File: src/rtl/casc_tmr_pkg.sv
`timescale 1ns/1ps
package casc_tmr_pkg;
  localparam int unsigned CNT_W  = 16;
  localparam int unsigned ADDR_W = 3;

  typedef enum logic [ADDR_W-1:0] {
    REG_CNT_LO = 3'd0,
    REG_CNT_HI = 3'd1,
    REG_CAP_LO = 3'd2,
    REG_CAP_HI = 3'd3,
    REG_CTRL   = 3'd4
  } reg_addr_e;

  typedef enum logic [1:0] {
    EDGE_NONE = 2'b00,
    EDGE_RISE = 2'b01,
    EDGE_FALL = 2'b10,
    EDGE_BOTH = 2'b11
  } edge_sel_e;

  typedef struct packed {
    logic      quad_mode;  // 6
    logic      xen_lo;     // 5
    logic      xen_hi;     // 4
    edge_sel_e edge_hi;    // 3:2
    edge_sel_e edge_lo;    // 1:0
  } ctrl_t;

  localparam int unsigned CTRL_W = $bits(ctrl_t);

  function automatic logic edge_hit(edge_sel_e sel, logic lvl, logic prv);
    logic rise, fall;
    rise = lvl & ~prv;
    fall = ~lvl & prv;
    return (sel[0] & rise) | (sel[1] & fall);
  endfunction
endpackage

File: src/rtl/tmr_pin_sync.sv
`timescale 1ns/1ps
module tmr_pin_sync #(
  parameter int unsigned STAGES = 2
) (
  input  logic clk_i,
  input  logic rst_ni,
  input  logic d_i,
  output logic lvl_o,
  output logic prv_o
);
  logic [STAGES-1:0] sync_q;
  logic              prv_q;

  always_ff @(posedge clk_i or negedge rst_ni) begin
    if (!rst_ni) begin
      sync_q <= '0;
      prv_q  <= 1'b0;
    end else begin
      sync_q <= {sync_q[STAGES-2:0], d_i};
      prv_q  <= sync_q[STAGES-1];
    end
  end

  assign lvl_o = sync_q[STAGES-1];
  assign prv_o = prv_q;
endmodule

File: src/rtl/tmr_quad_dec.sv
`timescale 1ns/1ps
module tmr_quad_dec (
  input  logic [1:0] cur_ab_i,  // {a, b}
  input  logic [1:0] prv_ab_i,
  output logic       up_o,
  output logic       dn_o
);
  // gray position: 00->0, 10->1, 11->2, 01->3
  logic [1:0] cur_pos, prv_pos, delta;

  always_comb begin
    cur_pos = {cur_ab_i[0], cur_ab_i[1] ^ cur_ab_i[0]};
    prv_pos = {prv_ab_i[0], prv_ab_i[1] ^ prv_ab_i[0]};
    delta   = cur_pos - prv_pos;
    up_o    = (delta == 2'd1);
    dn_o    = (delta == 2'd3);
  end
endmodule

File: src/rtl/tmr_casc_cnt.sv
`timescale 1ns/1ps
module tmr_casc_cnt #(
  parameter int unsigned CW = 16
) (
  input  logic          clk_i,
  input  logic          rst_ni,
  input  logic          up_i,
  input  logic          dn_i,
  input  logic          wr_lo_i,
  input  logic          wr_hi_i,
  input  logic [CW-1:0] wdata_i,
  output logic [CW-1:0] lo_o,
  output logic [CW-1:0] hi_o
);
  localparam logic [CW-1:0] CMAX = {CW{1'b1}};
  localparam logic [CW-1:0] CMIN = '0;

  logic [CW-1:0] lo_q, hi_q;
  logic          any_wr;

  assign any_wr = wr_lo_i | wr_hi_i;

  always_ff @(posedge clk_i or negedge rst_ni) begin
    if (!rst_ni) begin
      lo_q <= '0;
      hi_q <= '0;
    end else if (any_wr) begin
      if (wr_lo_i) lo_q <= wdata_i;
      if (wr_hi_i) hi_q <= wdata_i;
    end else if (up_i) begin
      lo_q <= lo_q + 1'b1;
      if (lo_q == CMAX) hi_q <= hi_q + 1'b1;
    end else if (dn_i) begin
      lo_q <= lo_q - 1'b1;
      if (lo_q == CMIN) hi_q <= hi_q - 1'b1;
    end
  end

  assign lo_o = lo_q;
  assign hi_o = hi_q;

  AST_CARRY_UP: assert property (@(posedge clk_i) disable iff (!rst_ni)
    (up_i && !any_wr && lo_q == CMAX) |=> (lo_q == CMIN && hi_q == $past(hi_q) + 1'b1));
  AST_BORROW_DN: assert property (@(posedge clk_i) disable iff (!rst_ni)
    (dn_i && !up_i && !any_wr && lo_q == CMIN) |=> (lo_q == CMAX && hi_q == $past(hi_q) - 1'b1));
  AST_WR_OVERRIDE: assert property (@(posedge clk_i) disable iff (!rst_ni)
    wr_lo_i |=> lo_q == $past(wdata_i));
  AST_IDLE_HOLD: assert property (@(posedge clk_i) disable iff (!rst_ni)
    (!up_i && !dn_i && !any_wr) |=> ($stable(lo_q) && $stable(hi_q)));
endmodule

File: src/rtl/casc_cap_timer.sv
`timescale 1ns/1ps
module casc_cap_timer
  import casc_tmr_pkg::*;
#(
  parameter int unsigned CW          = CNT_W,
  parameter int unsigned SYNC_STAGES = 2
) (
  input  logic              clk_i,
  input  logic              rst_ni,
  input  logic              wr_en_i,
  input  logic [ADDR_W-1:0] addr_i,
  input  logic [CW-1:0]     wdata_i,
  output logic [CW-1:0]     rdata_o,
  input  logic              cap_lo_i,
  input  logic              cap_hi_i,
  input  logic              cnt_a_i,
  input  logic              cnt_b_i
);
  localparam int unsigned NPIN = 4;
  localparam int unsigned P_CLO = 0, P_CHI = 1, P_A = 2, P_B = 3;

  logic [NPIN-1:0] pin_raw, pin_lvl, pin_prv;
  assign pin_raw = {cnt_b_i, cnt_a_i, cap_hi_i, cap_lo_i};

  for (genvar g = 0; g < NPIN; g++) begin : g_sync
    tmr_pin_sync #(.STAGES(SYNC_STAGES)) u_sync (
      .clk_i (clk_i),
      .rst_ni(rst_ni),
      .d_i   (pin_raw[g]),
      .lvl_o (pin_lvl[g]),
      .prv_o (pin_prv[g])
    );
  end

  ctrl_t   ctrl_q;
  logic    wr_lo, wr_hi, wr_ctrl;
  logic    q_up, q_dn, step_up, step_dn, a_rise;
  logic    lo_hit, hi_hit, cap_lo_trig, cap_hi_trig;
  logic [CW-1:0] cnt_lo, cnt_hi, cap_lo_q, cap_hi_q;

  assign wr_lo   = wr_en_i && (addr_i == REG_CNT_LO);
  assign wr_hi   = wr_en_i && (addr_i == REG_CNT_HI);
  assign wr_ctrl = wr_en_i && (addr_i == REG_CTRL);

  tmr_quad_dec u_quad (
    .cur_ab_i({pin_lvl[P_A], pin_lvl[P_B]}),
    .prv_ab_i({pin_prv[P_A], pin_prv[P_B]}),
    .up_o    (q_up),
    .dn_o    (q_dn)
  );

  assign a_rise  = pin_lvl[P_A] & ~pin_prv[P_A];
  assign step_up = ctrl_q.quad_mode ? q_up : a_rise;
  assign step_dn = ctrl_q.quad_mode & q_dn;

  tmr_casc_cnt #(.CW(CW)) u_cnt (
    .clk_i  (clk_i),
    .rst_ni (rst_ni),
    .up_i   (step_up),
    .dn_i   (step_dn),
    .wr_lo_i(wr_lo),
    .wr_hi_i(wr_hi),
    .wdata_i(wdata_i),
    .lo_o   (cnt_lo),
    .hi_o   (cnt_hi)
  );

  assign lo_hit      = edge_hit(ctrl_q.edge_lo, pin_lvl[P_CLO], pin_prv[P_CLO]);
  assign hi_hit      = edge_hit(ctrl_q.edge_hi, pin_lvl[P_CHI], pin_prv[P_CHI]);
  assign cap_lo_trig = lo_hit | (ctrl_q.xen_lo & hi_hit);
  assign cap_hi_trig = hi_hit | (ctrl_q.xen_hi & lo_hit);

  always_ff @(posedge clk_i or negedge rst_ni) begin
    if (!rst_ni) begin
      ctrl_q   <= '0;
      cap_lo_q <= '0;
      cap_hi_q <= '0;
    end else begin
      if (wr_ctrl)     ctrl_q   <= ctrl_t'(wdata_i[CTRL_W-1:0]);
      if (cap_lo_trig) cap_lo_q <= cnt_lo;
      if (cap_hi_trig) cap_hi_q <= cnt_hi;
    end
  end

  always_comb begin
    unique case (addr_i)
      REG_CNT_LO: rdata_o = cnt_lo;
      REG_CNT_HI: rdata_o = cnt_hi;
      REG_CAP_LO: rdata_o = cap_lo_q;
      REG_CAP_HI: rdata_o = cap_hi_q;
      REG_CTRL:   rdata_o = {{(CW-CTRL_W){1'b0}}, ctrl_q};
      default:    rdata_o = '0;
    endcase
  end

  AST_CAP_LO_LOAD: assert property (@(posedge clk_i) disable iff (!rst_ni)
    cap_lo_trig |=> cap_lo_q == $past(cnt_lo));
  AST_CAP_HI_LOAD: assert property (@(posedge clk_i) disable iff (!rst_ni)
    cap_hi_trig |=> cap_hi_q == $past(cnt_hi));
  AST_XEN_LO_OFF: assert property (@(posedge clk_i) disable iff (!rst_ni)
    (!ctrl_q.xen_lo && !lo_hit) |=> $stable(cap_lo_q));
  AST_QUAD_DOUBLE: assert property (@(posedge clk_i) disable iff (!rst_ni)
    (ctrl_q.quad_mode && pin_lvl[P_A] != pin_prv[P_A] && pin_lvl[P_B] != pin_prv[P_B])
      |-> (!step_up && !step_dn));
  AST_STEP_EXCL: assert property (@(posedge clk_i) disable iff (!rst_ni)
    !(step_up && step_dn));
endmodule

File: config.mk
export PLATFORM = sky130hd
export DESIGN_NAME = casc_cap_timer
export DESIGN_NICKNAME = d
export VERILOG_FILES = /design/src/rtl/casc_tmr_pkg.sv /design/src/rtl/tmr_pin_sync.sv /design/src/rtl/tmr_quad_dec.sv /design/src/rtl/tmr_casc_cnt.sv /design/src/rtl/casc_cap_timer.sv
export SDC_FILE = /design/constraint.sdc
export NUM_CORES = 1
export LEC_CHECK = 0
export BUFFER_PORTS_ARGS = -buffer_cell sky130_fd_sc_hd__buf_2
export CAP_MARGIN = 20
export CORE_MARGIN = 1.5
export CORE_UTILIZATION = 53
export CTS_BUF_LIST = sky130_fd_sc_hd__clkbuf_8
export CTS_CLUSTER_SIZE = 16
export DETAILED_ROUTE_END_ITERATION = 6
export PLACE_DENSITY_LB_ADDON = 0.12
export RECOVER_POWER = 100
export SLEW_MARGIN = 20
export SYNTH_ARGS = -nofsm -noshare
export SYNTH_HDL_FRONTEND = slang
export SYNTH_HIERARCHICAL = 1
export SYNTH_SLANG_ARGS = --single-unit
export TNS_END_PERCENT = 50
File: constraint.sdc
create_clock -name clk_i -period 5.6 [get_ports clk_i]
set_clock_uncertainty 0.15 [all_clocks]
set_input_delay 0.28 -clock clk_i [delete_from_list [all_inputs] [get_ports clk_i]]
set_output_delay 0.28 -clock clk_i [all_outputs]
set_load 0.01 [all_outputs]
==> run summary <==
Worst Tran Pin Value - 2.01 ns
RSZ-0062 raised after global routing - false
Slew Viols, Final - 75
FF/Latch Area - 0.00208 mm^2
CTS max path bufs - 2
Lkg Pwr - 2.46 nW
Port Buf Inserts - 41
Synth warnings - 6
Number of synthesized flops with an enable pin - 0
CTS H-Tree Depth - 3
Global-route wire length before repair - 21800 um
DRC Markers - 11
CTS Root Cell - clkbuf_8
Starting Density - 55.2%
Layout overhead on the synthesized area - 8.06%
Hold_buf cts - 5
Status - finished, violations left
Routed wire per std cell - 19.2 um
Multi-input gate area - 0.00311 mm^2
Die area - 0.0109 mm^2
Die X - 104 um
Pwr/cell area - 572 mW/mm^2
CP Data Required Time - 5.63 ns
CTS tree - done
Synthesized area - 0.00545 mm^2
Clock Latency Late Sink - 0.36 ns
Reg-to-reg endpoint - u_cnt/hi_o[14]
Worst hold start - wdata_i[0]
Crit end category - register
Site Rows - 36
Clk sinks - 83
Net Count, Synth - 576
DP Worst Slack - 1.19 ns
Final count of hold timing violations - 0
Synth top cells by count - dfrtp_1 (83), nand2_1 (39), nor2_1 (35), a21oi_1 (31), o21ai_0 (31)
Register area share after synthesis - 38.1%
Ys async rst share - 100%
Setup Crit Path Kind - reg -> reg
Crit path DAT - 4.80 ns
Initial DRC Count - 250
Via count - 4254
Hpwl dp - 9890 um
Die H - 104 um
Worst r2r path cells - 18
First-pass detailed-route iteration total - 7
Synth top area cells - dfrtp_1 (38%), ha_1 (6.7%), mux2_2 (5.6%), mux2_4 (5.5%), mux4_2 (3.7%)
Fmax - 0.209 GHz
Synth Register Bits - 83
CP max FO - 22
# Post-CTS Setup Buffers - 0
Core Area - 0.00986 mm^2
Period utilization - 85.2%
Placer Congestion - 0.941
Post-synth cell types - 65
Final TNS setup - 0 ns
Setup crit start kind - register
Tmin final - 4.77 ns
Flop-to-flop setup slack - 0.83 ns
Number of setup violations in the final report - 0
Failing checks - design-rule violations, max-capacitance violations, max-slew violations
Clock transition at path regs - 0.08 ns
Initial antenna violation count - 0
GRT Overall Usage - 25.7%
Top-count cell post-synth - dfrtp_1
CTS resizes - 0
Ant diodes - 0
WHS - 0.0282 ns
Total global routing overflow - 0
Post-DRT Antenna Nets - 0
Via/cell ratio - 6.07
Share of cells above drive strength 1 - 18.8%
Filler Cell Count - 875
Synthesized area per cell - 10.5 um^2
Top-area cell type share of the netlist area - 38.1%
Origin of the critical flop-to-flop path - g_sync[3].u_sync/prv_o
VDD IR max - 0.000253 V
Post-Route WL - 13500 um
WHS Path Cells - 3
Worst hold endpoint - u_cnt/lo_o[0]
Setup ws final - 0.827 ns
Max Cap Viol - 5
Worst relative slew slack - -34.2%
Top Ports - 42
Final nets - 620
Number of global-route vias before repair - 4189
Total CTS buffers - 9
Hold Path Class - in -> reg
Gate Count Post-Synth - 519
Pin count of the biggest net entering global routing - 53
Yosys top cell by area - dfrtp_1
Ys flop type - dfrtp_1
## sequential cells by signal, indices dropped and copies added (netlist names)
| name | count |
|---|---|
| g_sync.u_sync/prv_o | 4 |
| ctrl_q | 7 |
| cap_lo_q | 16 |
| u_cnt/hi_o | 16 |
| g_sync.u_sync/sync_q | 8 |
| u_cnt/lo_o | 16 |
| cap_hi_q | 16 |
## final cells by class
cell class / count / area share, %
timing repair buffer: 51 / 4.55
tap: 133 / 2.83
clock buffer: 11 / 2.57
multi-input combinational: 404 / 52.8
clock inverter: 5 / 1.04
inverter: 14 / 0.892
sequential: 83 / 35.3
## power by group
part	internal [W]	total, W	switching [W]	leakage (nW)
sequential	0.000837	0.00113	0.000291	0.969
combinational	0.000886	0.00179	0.000904	1.39
clock	0.000231	0.000454	0.000223	0.0978
## placed cells by master (no fill, tap or decap), types with 9 or more instances in the layout
| cell type | count |
|---|---|
| mux4_2 | 9 |
| ha_1 | 29 |
| nor2_1 | 35 |
| nor3_1 | 10 |
| clkbuf_1 | 18 |
| o31ai_1 | 9 |
| nand2_1 | 39 |
| a31oi_1 | 14 |
| mux2_2 | 31 |
| xnor2_1 | 17 |
| a21oi_1 | 33 |
| and2_1 | 10 |
| buf_2 | 24 |
| mux2_4 | 13 |
| clkbuf_8 | 11 |
| inv_1 | 13 |
| dfrtp_1 | 83 |
| o22ai_1 | 9 |
| o21ai_0 | 32 |
| a22oi_1 | 15 |
## how the worst max path moves through the flow
stage | from | end | slack, ns | cells past startpoint
6_report | g_sync[3].u_sync/prv_o | u_cnt/hi_o[14] | 0.83 | 18
5_1_grt | g_sync[3].u_sync/prv_o | u_cnt/hi_o[13] | 0.51 | 18
4_1_cts | g_sync[3].u_sync/prv_o | u_cnt/hi_o[12] | 1.14 | 17
3_5_place_dp | g_sync[3].u_sync/prv_o | u_cnt/hi_o[12] | 1.19 | 17
3_3_place_gp | g_sync[3].u_sync/prv_o | u_cnt/hi_o[13] | 1.25 | 17
2_1_floorplan | g_sync[3].u_sync/prv_o | u_cnt/hi_o[13] | 1.39 | 16
## metrics by stage
| stage | instance area [um^2] | power (W) | util (%) | instances |
|---|---|---|---|---|
| floorplan | 5450 | 0.00251 | - | 519 |
| global placement | 5730 | 0.00290 | 58.1 | 679 |
| detailed placement | 5730 | 0.00295 | 58.1 | 679 |
| finish | 5890 | 0.00337 | 59.7 | 701 |
| global route | 5890 | 0.00364 | 59.7 | 701 |
| CTS | 6000 | 0.00342 | 60.8 | 700 |
## worst max-delay path, stage by stage (launching register included)
cell and delay, ns:
dfrtp_1 0.41, xor2_1 0.17, ha_1 0.20, xor3_1 0.22
nor2_1 0.05, nand2_1 0.05, o21ai_0 0.08, buf_4 0.18
clkinv_1 0.20, clkbuf_1 0.92, ha_1 0.44, nor2b_1 0.15
o21a_1 0.17, o21ai_0 0.25, a21oi_1 0.18, o21ai_0 0.30
o21ai_0 0.17, xnor2_1 0.17, a31oi_1 0.11
## cells by family after synthesis
kind of cell	share of synthesized area [%]
AO/OA/AOI/OAI	18.7
XOR/XNOR	4.13
adder cells (fa/ha/maj)	7.39
buffers and inverters	3.15
flip-flops	38.1
multiplexers	15.2
AND/OR/NAND/NOR	13.3
## metal layers
layer | track usage [%] | wire length (um) | vias to the layer above
met4 | 8.73 | 242 | 0
met2 | 37.9 | 5910 | 118
met5 | 0 | 0 | -
met3 | 4.70 | 759 | 24
li1 | - | - | 2033
met1 | 37.7 | 6550 | 2079
Power figures use the tool's default switching activity.
